## config.mk

```make
export PLATFORM = sky130hd
export DESIGN_NAME = shrot_carry_reg
export DESIGN_NICKNAME = d
export VERILOG_FILES = /design/src/rtl/shrot_pkg.sv /design/src/rtl/shrot_decode.sv /design/src/rtl/shrot_datapath.sv /design/src/rtl/shrot_carry_ff.sv /design/src/rtl/shrot_carry_reg.sv
export SDC_FILE = /design/constraint.sdc
export NUM_CORES = 1
export LEC_CHECK = 0
export ABC_CLOCK_PERIOD_IN_PS = 2530
export BUFFER_PORTS_ARGS = -buffer_cell sky130_fd_sc_hd__buf_2
export CAP_MARGIN = 40
export CORE_AREA = 2 2 39 41
export DETAILED_ROUTE_END_ITERATION = 10
export DIE_AREA = 0 0 41 43
export PLACE_DENSITY = 0.78
export SYNTH_ARGS = -nofsm -noshare
export SYNTH_HDL_FRONTEND = slang
export SYNTH_SLANG_ARGS = --single-unit
```

## constraint.sdc

```tcl
create_clock -name clk -period 2.53 [get_ports clk]
set_input_delay 0.1265 -clock clk [delete_from_list [all_inputs] [get_ports clk]]
set_output_delay 0.1265 -clock clk [all_outputs]
set_load 0.01 [all_outputs]
```

## src/rtl/shrot_pkg.sv

```systemverilog
package shrot_pkg;

  typedef enum logic [2:0] {
    ACT_LOAD = 3'd0,
    ACT_SHL  = 3'd1,
    ACT_ROL  = 3'd2,
    ACT_SHR  = 3'd3,
    ACT_ROR  = 3'd4
  } shrot_act_e;

  function automatic shrot_act_e pick_action(input logic shift_en,
                                             input logic dir_right,
                                             input logic rot_en);
    if (!shift_en)       return ACT_LOAD;
    else if (dir_right)  return rot_en ? ACT_ROR : ACT_SHR;
    else                 return rot_en ? ACT_ROL : ACT_SHL;
  endfunction

  function automatic logic action_moves_carry(input shrot_act_e act);
    return (act == ACT_SHL) || (act == ACT_ROL);
  endfunction

endpackage

```

## src/rtl/shrot_decode.sv

```systemverilog
module shrot_decode
  import shrot_pkg::*;
(
  input  logic       shift_en,
  input  logic       dir_right,
  input  logic       rot_en,
  output shrot_act_e act,
  output logic       carry_touch
);

  always_comb begin
    act         = pick_action(shift_en, dir_right, rot_en);
    carry_touch = action_moves_carry(act);
  end

endmodule

```

## src/rtl/shrot_datapath.sv

```systemverilog
module shrot_datapath
  import shrot_pkg::*;
#(
  parameter int WIDTH = 8
) (
  input  shrot_act_e       act,
  input  logic [WIDTH-1:0] din,
  input  logic [WIDTH-1:0] cur,
  input  logic             carry_in,
  output logic [WIDTH-1:0] nxt,
  output logic             carry_out
);

  localparam int MSB = WIDTH - 1;

  function automatic logic [WIDTH-1:0] step_left(input logic [WIDTH-1:0] v,
                                                 input logic fill);
    return {v[MSB-1:0], fill};
  endfunction

  function automatic logic [WIDTH-1:0] step_right(input logic [WIDTH-1:0] v,
                                                  input logic fill);
    return {fill, v[MSB:1]};
  endfunction

  always_comb begin
    carry_out = cur[MSB];
    unique case (act)
      ACT_LOAD: nxt = din;
      ACT_SHL:  nxt = step_left(cur, 1'b0);
      ACT_ROL:  nxt = step_left(cur, carry_in);
      ACT_SHR:  nxt = step_right(cur, 1'b0);
      ACT_ROR:  nxt = step_right(cur, cur[0]);
      default:  nxt = cur;
    endcase
  end

endmodule

```

## src/rtl/shrot_carry_ff.sv

```systemverilog
module shrot_carry_ff (
  input  logic clk,
  input  logic rst,
  input  logic clr_n,
  input  logic upd,
  input  logic d,
  output logic c
);

  always_ff @(posedge clk) begin
    if (rst)         c <= 1'b0;
    else if (!clr_n) c <= 1'b0;
    else if (upd)    c <= d;
  end

endmodule

```

## src/rtl/shrot_carry_reg.sv

```systemverilog
module shrot_carry_reg
  import shrot_pkg::*;
#(
  parameter int WIDTH = 8
) (
  input  logic             clk,
  input  logic             rst,
  input  logic [WIDTH-1:0] din,
  input  logic             shift_en,
  input  logic             dir_right,
  input  logic             rot_en,
  input  logic             clr_carry_n,
  output logic [WIDTH-1:0] q,
  output logic             carry_o
);

  shrot_act_e       act;
  logic             carry_touch;
  logic [WIDTH-1:0] q_next;
  logic             carry_next;

  shrot_decode u_dec (
    .shift_en    (shift_en),
    .dir_right   (dir_right),
    .rot_en      (rot_en),
    .act         (act),
    .carry_touch (carry_touch)
  );

  shrot_datapath #(.WIDTH(WIDTH)) u_dp (
    .act       (act),
    .din       (din),
    .cur       (q),
    .carry_in  (carry_o),
    .nxt       (q_next),
    .carry_out (carry_next)
  );

  shrot_carry_ff u_cf (
    .clk   (clk),
    .rst   (rst),
    .clr_n (clr_carry_n),
    .upd   (carry_touch),
    .d     (carry_next),
    .c     (carry_o)
  );

  always_ff @(posedge clk) begin
    if (rst) q <= '0;
    else     q <= q_next;
  end

endmodule

```

==> flow_summary.yaml, run 1 <==
detailed_routing:
  wl_per_cell_um: 12.3
  via_count: 657
  totalWireLength_um: 1460
  ant_nets: 0
  drt_iter0_markers: 20
  drcViolationCount: 0
  vias_per_cell: 5.52
  dr.pass1.iters: 4
global_routing:
  grt_usage_pct: 18.5
  grt_overflow: 0
  antenna_found_initial: 0
  grt_pass1_vias: 544
  grt_max_degree: 20
  grt_pass1_wl_um: 2280
final_layout:
  regArea_um2: 180
  nNetsFinal: 119
  layout-drive-gt1-share_pct: 32.0
  multi_input_area_um2: 433
  syn_to_final_growth_pct: 18.7
  utilization_pct: 55.6
  fillers: 139
  stdcell_count: 119
  diodes: 0
synth:
  syn_nets: 97
  synth-seq-area-share_pct: 27.8
  synth_ff_type: "dfxtp_1"
  synth.distinct_cells: 22
  postSynthCellCount: 82
  syn_avg_cell_area_um2: 7.90
  synth_seq_cells: 9
  synth-edff-count: 0
  ys_warn_count: 0
  syn-cell-area_um2: 648
  async_reset_ff_share_pct: 0
pwr:
  power.leakage_nw: 0.373
  worst_ir_drop_vdd_mv: 0.235
  power.density_nw_per_um2: 521
die:
  start_util_pct: 46.8
  fp.dieArea_um2: 1760
  io_pins: 23
  chipHeight_um: 43
  rows: 14
  die_w_um: 41
  core-area_um2: 1380
place:
  gp_congestion: 0.863
  portBuffers: 22
  hpwl_um: 1080
  dp_slack_ns: 0.783
  dp.cells: 115
clock_network:
  cts_buffer_depth: 2
  cts-root-buf: "clkbuf_4"
  numCtsBuffers: 3
  htreeDepth: 1
  clock_latency_ns: 0.27
  cts_sinks: 9
  cts_tree: "built"
  path_clk_slew_ns: 0.07
  ctsResizeCount: 0
  post_cts_buffers: 0
  cts_hold_buf: 0
setup_path:
  startpoint_type: "input port"
  path_class: "in -> reg"
  required_ns: 2.73
  critPathMaxFanout: 19
  end_kind: "register"
  arrival_ns: 1.67
  worst-r2r-cell-count: 4
run_status:
  status: "finished clean"
sta:
  clock_skew_ns: 0.00493
  fmax_mhz: 678
  holdWs_ns: 0.0874
  maxSlewViolCount: 0
  fin_crit_sh_pct: 58.3
  tightest_slew_ns: 0.594
  setup_slack_ns: 1.05
  timing.final.hold_violations: 0
  finalCriticalPeriod_ns: 1.48
  grt_setup_unrepaired: "false"
  tns_ns: 0
  maxSlewHeadroom_pct: 60.4
  report.final.setup_viol: 0
min_path:
  min_path_cells: 3
  hp-class: "in -> reg"
job:
  drv_cap: 0
[placed cells by master (no fill, tap or decap)]
| master | instances |
|---|---|
| a211oi_4 | 1 |
| a21o_1 | 2 |
| a21oi_1 | 13 |
| a32oi_1 | 2 |
| and4b_4 | 1 |
| buf_2 | 22 |
| clkbuf_1 | 1 |
| clkbuf_4 | 3 |
| dfxtp_1 | 9 |
| ha_1 | 1 |
| mux2_4 | 6 |
| mux2i_1 | 1 |
| nand2_1 | 14 |
| nand2b_1 | 4 |
| nand3_1 | 2 |
| nor2_1 | 9 |
| nor2b_1 | 2 |
| nor3_1 | 2 |
| nor3b_1 | 1 |
| o21ai_1 | 6 |
| o21bai_1 | 1 |
[synthesized netlist by cell type (4+ instances only)]
cell       n  area [µm²]
mux2_4     6        90.1
dfxtp_1    9         180
o21ai_1    6        30.0
nand2b_1   4        25.0
nor2_1     9        33.8
a21oi_1   13        65.1
nand2_1   14        52.6
[area by class of cell]
class | count | area share [%]
flip-flops and latches | 9 | 23.4
clock buffers | 4 | 3.41
repair buffers | 22 | 14.3
well taps | 16 | 2.60
multi-input cells | 68 | 56.3
[flip-flops by register name, summed over array words and instances (netlist names)]
register	count
u_cf.c	1
q	8
[cell families (layout without fill, tap and decap cells)]
group / count (synthesis) / after routing / synth area share (%)
buffers and inverters: 5 / 26 / 5.40
flip-flops: 9 / 9 / 27.8
multiplexers: 7 / 7 / 15.4
AO/OA/AOI/OAI: 25 / 25 / 23.9
AND/OR/NAND/NOR: 35 / 35 / 25.5
adder cells (fa/ha/maj): 1 / 1 / 1.93
[worst max-delay path, stage by stage]
cell	delay, ns
buf_2	0.13
ha_1	0.54
nor2b_1	0.21
a211oi_4	0.41
nand2_1	0.09
a21oi_1	0.16
[path summary, 6_finish.rpt]
path / end / startpoint / slack [ns]
worst max-delay path: q[3]$_SDFFE_PP0P_ / rot_en / 1.05
worst min register to register: q[0]$_SDFFE_PP0P_ / q[0]$_SDFFE_PP0P_ / 0.53
worst max register to register: q[0]$_SDFFE_PP0P_ / u_cf.c$_SDFFE_PP0P_ / 1.47
worst min-delay path: q[5]$_SDFFE_PP0P_ / din[5] / 0.09
[per-layer routing]
layer | track usage (%) | wire (µm) | up-vias
met2 | 28.1 | 749 | 21
met4 | 9.33 | 0 | 0
met5 | 0 | 0 | -
met1 | 23.5 | 628 | 307
li1 | - | - | 329
met3 | 3.66 | 83 | 0
[report_power, final]
| group | internal, mW | switching [mW] |
|---|---|---|
| logic | 0.0563 | 0.0543 |
| registers | 0.154 | 0.0150 |
| clock network | 0.0611 | 0.0595 |
[through the flow]
step                instance area [µm²]  power (mW)
floorplan                           648       0.251
finish                              769       0.401
global route                        769       0.422
global placement                    743       0.280
CTS                                 769       0.401
detailed placement                  743       0.284
Power figures use the tool's default switching activity.
==> run 2, diff against run 1 <==
ABC_CLOCK_PERIOD_IN_PS = 1240   (was 2530)
CORE_AREA = unset   (was 2 2 39 41)
CORE_MARGIN = 1.5   (was unset)
CORE_UTILIZATION = 42   (was unset)
DIE_AREA = unset   (was 0 0 41 43)
PLACE_DENSITY = 0.72   (was 0.78)
clock period = 1.24 ns   (was 2.53 ns; I/O delays follow)
==> flow_summary.yaml, run 2 (synthesis gave the netlist of run 1 again) <==
run_status:
  status: "finished clean"
detailed_routing:
  via_count: 673
  dr.pass1.iters: 4
  wl_per_cell_um: 12.0
  drt_iter0_markers: 16
  ant_nets: 0
  drcViolationCount: 0
  totalWireLength_um: 1550
  vias_per_cell: 5.22
setup_path:
  rr_startpoint: "u_cf.c$_SDFFE_PP0P_"
  arrival_ns: 1.34
  critPathMaxFanout: 5
  end_kind: "register"
  path_cells: "buf_2 -> ha_1 -> nand2b_1 -> buf_4 -> a21oi_1 -> a32oi_1 -> nor3_1"
  worstSetupEndpoint: "q[0]$_SDFFE_PP0P_"
  worstReg2RegEnd: "q[0]$_SDFFE_PP0P_"
  startpoint: "dir_right"
  required_ns: 1.42
  path_class: "in -> reg"
  worst-r2r-cell-count: 4
  crit_slowest_cell: "ha_1"
  r2r_slack_ns: 0.25
  startpoint_type: "input port"
  critPathMaxStageDelay_ns: 0.34
clock_network:
  cts_tree: "built"
  cts_buffer_depth: 2
  cts_hold_buf: 0
  cts_sinks: 9
  htreeDepth: 1
  path_clk_slew_ns: 0.06
  clock_latency_ns: 0.27
  cts-root-buf: "clkbuf_4"
  numCtsBuffers: 3
  ctsResizeCount: 0
  post_cts_buffers: 0
die:
  core-area_um2: 1370
  start_util_pct: 47.4
  chipHeight_um: 42.3
  rows: 13
  die_w_um: 42.3
  io_pins: 23
  fp.dieArea_um2: 1790
final_layout:
  final_cell_mix: "buf_2 (22), nand2_1 (14), a21oi_1 (13)"
  final_common_cell: "buf_2"
  stdcell_count: 129
  syn_to_final_growth_pct: 33.2
  utilization_pct: 63.2
  diodes: 0
  regMostFlops: "q"
  layout-drive-gt1-share_pct: 38.6
  fillers: 135
  largest_reg_flops: 8
  nNetsFinal: 130
  reg.largest.list: "q: 8 flops, u_cf.c: 1 flops"
pwr:
  power.leakage_nw: 0.431
  design_power_total_mw: 0.844
  power.density_nw_per_um2: 978
  worst_ir_drop_vdd_mv: 0.665
sta:
  tns_ns: 0
  report.final.setup_viol: 0
  setup_slack_ns: 0.0824
  tightest_slew_ns: 0.231
  timing.final.hold_violations: 0
  fin_crit_sh_pct: 93.4
  fmax_mhz: 864
  grt_setup_unrepaired: "false"
  maxSlewViolCount: 0
  maxSlewHeadroom_pct: 84.6
  finalCriticalPeriod_ns: 1.16
  clock_skew_ns: 0.00526
place:
  gp_congestion: 0.905
  hpwl_um: 1170
  portBuffers: 22
  dp.cells: 125
  dp_slack_ns: -0.191
global_routing:
  grt_max_degree: 12
  grt_usage_pct: 18.5
  grt_pass1_vias: 582
  grt_pass1_wl_um: 2530
  antenna_found_initial: 0
  grt_overflow: 0
min_path:
  hp-class: "in -> reg"
  hold_start: "din[5]"
job:
  drv_cap: 0
-- run 2: cell count changes in the layout (fill, tap and decap cells not counted) --
cell and change:
buf_12 +1, buf_4 +10
-- run 2: through the flow --
| step | hold slack [ns] | area, µm² |
|---|---|---|
| after detailed placement | 0.311 | 837 |
| after CTS | 0.0250 | 863 |
| after global routing | 0.0283 | 863 |
| after global placement | 0.306 | 837 |
| final | 0.0304 | 863 |
| after floorplan | 0.138 | 648 |
-- run 2: worst max-delay path, delay by kind of cell --
kind / cells / cell delay (ns)
adders and majority gates: 1 / 0.34
buffers and inverters: 2 / 0.27
and+or+nand+nor: 2 / 0.40
AOI/OAI and AO/OA: 2 / 0.26
-- run 2: worst min-delay path by stage --
stage | cells past startpoint | slack (ns) | endpoint
final | 3 | 0.03 | q[5]$_SDFFE_PP0P_
after global placement | 3 | 0.31 | q[1]$_SDFFE_PP0P_
after global routing | 3 | 0.03 | q[4]$_SDFFE_PP0P_
after floorplan | 1 | 0.14 | u_cf.c$_SDFFE_PP0P_
after CTS | 3 | 0.03 | q[6]$_SDFFE_PP0P_
after detailed placement | 3 | 0.31 | q[6]$_SDFFE_PP0P_
-- run 2: cell type report --
| class | count | area [µm²] | area share, % |
|---|---|---|---|
| repair buffers | 33 | 205 | 23.8 |
| clock buffers | 4 | 26.3 | 3.04 |
| multi-input cells | 68 | 433 | 50.1 |
| flip-flops and latches | 9 | 180 | 20.9 |
| well taps | 15 | 18.8 | 2.17 |
-- run 2: metal layers --
layer | GRT usage [%] | part of all wire [%]
met1 | 23.8 | 47
met2 | 28.6 | 47
met3 | 6.90 | 5.0
met4 | 5.63 | 0.91
met5 | 0 | 0
-- run 2: report_power, final --
| group | switching (mW) | internal, mW | leakage, nW |
|---|---|---|---|
| Sequential | 0.0315 | 0.315 | 0.0745 |
| Combinational | 0.120 | 0.149 | 0.342 |
| Clock | 0.104 | 0.124 | 0.0150 |
==> run 3, diff against run 2 <==
ABC_AREA = 1   (was unset)
CORE_UTILIZATION = 41   (was 42)
==> flow_summary.yaml, run 3 <==
final_layout:
  fillers: 140
  final_cell_mix: "buf_2 (22), nand2_1 (19), nor2_1 (17)"
  syn_to_final_growth_pct: 26.5
  diodes: 0
  final_common_cell: "buf_2"
  layout-drive-gt1-share_pct: 26.8
  regMostFlops: "q"
  utilization_pct: 56.4
  reg.largest.list: "q: 8 flops, u_cf.c: 1 flops"
  largest_reg_flops: 8
  nNetsFinal: 139
synth:
  syn_avg_cell_area_um2: 6.19
  yosys.area.top_type: "dfxtp_1"
  synth_seq_cells: 9
  async_reset_ff_share_pct: 0
  synth-edff-count: 0
  postSynthCellCount: 96
  synth_ff_type: "dfxtp_1"
  yosysTopAreaCellShare_pct: 30.3
  yosys-top-cells-area: "dfxtp_1 (30%), nand2_1 (12%), nor2_1 (11%)"
  ys_warn_count: 0
  synth.distinct_cells: 18
  synth-seq-area-share_pct: 30.3
  yosysMostFrequentCell: "nand2_1"
  syn_nets: 111
  netlist_top_cells_count: "nand2_1 (19), nor2_1 (17), inv_1 (12), dfxtp_1 (9), o21ai_0 (9)"
  syn-cell-area_um2: 594
clock_network:
  post_cts_buffers: 0
  ctsResizeCount: 0
  cts_tree: "built"
  htreeDepth: 1
  cts-root-buf: "clkbuf_4"
  clock_latency_ns: 0.27
  cts_sinks: 9
  path_clk_slew_ns: 0.07
  cts_hold_buf: 0
  cts_buffer_depth: 2
  numCtsBuffers: 3
run_status:
  status: "finished clean"
die:
  rows: 13
  die_w_um: 41.1
  chipHeight_um: 41.1
  start_util_pct: 44.6
  io_pins: 23
  core-area_um2: 1330
  fp.dieArea_um2: 1690
pwr:
  power.switching_mw: 0.252
  worst_ir_drop_vdd_mv: 0.697
  p_int_mw: 0.532
  netSwitchingFraction_pct: 32.1
  design_power_total_mw: 0.784
  power.leakage_nw: 0.411
  combPwrFrac_pct: 26.3
  power.density_nw_per_um2: 1040
  pwr-share-clk_pct: 30.2
  seqPwrFrac_pct: 43.6
detailed_routing:
  wl_per_cell_um: 9.62
  totalWireLength_um: 1330
  dr.pass1.iters: 4
  ant_nets: 0
  vias_per_cell: 4.86
  drt_iter0_markers: 10
  via_count: 671
  drcViolationCount: 0
sta:
  fin_crit_sh_pct: 88.0
  fmax_mhz: 917
  clock_skew_ns: 0.0122
  setup_slack_ns: 0.149
  grt_setup_unrepaired: "false"
  maxSlewHeadroom_pct: 81.2
  holdWs_ns: 0.0335
  maxSlewViolCount: 0
  tightest_slew_ns: 0.281
  report.final.setup_viol: 0
  finalCriticalPeriod_ns: 1.09
  timing.final.hold_violations: 0
global_routing:
  antenna_found_initial: 0
  grt_pass1_vias: 504
  grt_max_degree: 15
  grt_overflow: 0
  grt_pass1_wl_um: 1940
  grt_usage_pct: 18.1
min_path:
  hp-class: "in -> reg"
  hold_start: "din[0]"
  min_path_cells: 3
  min_to: "q[0]$_SDFFE_PP0P_"
setup_path:
  critPathMaxFanout: 14
  path_class: "in -> reg"
  worst-r2r-cell-count: 4
  worstReg2RegEnd: "q[7]$_SDFFE_PP0P_"
  arrival_ns: 1.29
  startpoint_type: "input port"
  end_kind: "register"
  required_ns: 1.44
  rr_startpoint: "q[0]$_SDFFE_PP0P_"
  r2r_slack_ns: 0.39
place:
  gp_congestion: 0.726
  hpwl_um: 975
  dp_slack_ns: -0.111
  portBuffers: 22
job:
  drv_cap: 0
run 3: per-layer routing:
metal / wire [µm] / GRT usage (%)
met5: 0 / 0
met4: 14 / 5.00
met3: 88 / 9.78
met2: 581 / 28.5
met1: 642 / 20.9
run 3: logic make-up after synthesis:
group / share of synthesized area (%)
AO/OA/AOI/OAI: 14.3
flip-flops: 30.3
buffers and inverters: 13.5
adder cells (fa/ha/maj): 2.10
AND/OR/NAND/NOR: 39.8
run 3: final cells by class:
cell class                      instances  area [µm²]  share of cell area (%)
Multi-Input combinational cell         71         334                    44.4
Tap cell                               15        18.8                    2.50
Timing Repair Buffer                   27         148                    19.6
Sequential cell                         9         180                    24.0
Clock buffer                            4        26.3                    3.49
Inverter                               12        45.0                    5.99
run 3: critical path: stages:
cell	delay, ns
buf_2	0.10
ha_1	0.32
nand2_1	0.08
nor2_1	0.12
nand2_1	0.08
nand2_2	0.23
nand2_1	0.09
nand3_1	0.08
nor2_1	0.05
nor2_1	0.08
run 3: how the worst max path moves through the flow:
| stage | startpoint | end | cells after the start | slack, ns |
|---|---|---|---|---|
| 2_1_floorplan | dir_right | q[4]$_SDFFE_PP0P_ | 8 | 0.08 |
| 6_report | rot_en | q[4]$_SDFFE_PP0P_ | 10 | 0.15 |
| 3_3_place_gp | rot_en | q[4]$_SDFFE_PP0P_ | 10 | -0.06 |
| 3_5_place_dp | rot_en | q[4]$_SDFFE_PP0P_ | 10 | -0.11 |
| 5_1_grt | rot_en | q[5]$_SDFFE_PP0P_ | 10 | 0.003 |
| 4_1_cts | rot_en | q[4]$_SDFFE_PP0P_ | 10 | 0.16 |
run 3: power groups by stage:
stage | clock [mW] | sequential (mW) | combinational (mW)
2_1_floorplan | 0 | 0.356 | 0.131
3_3_place_gp | 0 | 0.348 | 0.203
3_5_place_dp | 0 | 0.348 | 0.206
4_1_cts | 0.246 | 0.342 | 0.207
5_1_grt | 0.253 | 0.346 | 0.235
6_report | 0.236 | 0.341 | 0.206
run 3: per-stage QoR:
stage	instances	cell area, µm²	setup TNS (ns)
2_1_floorplan	96	594	0
4_1_cts	138	752	0
5_1_grt	138	752	0
3_3_place_gp	134	726	-0.343
3_5_place_dp	134	726	-0.722
6_report	138	752	0
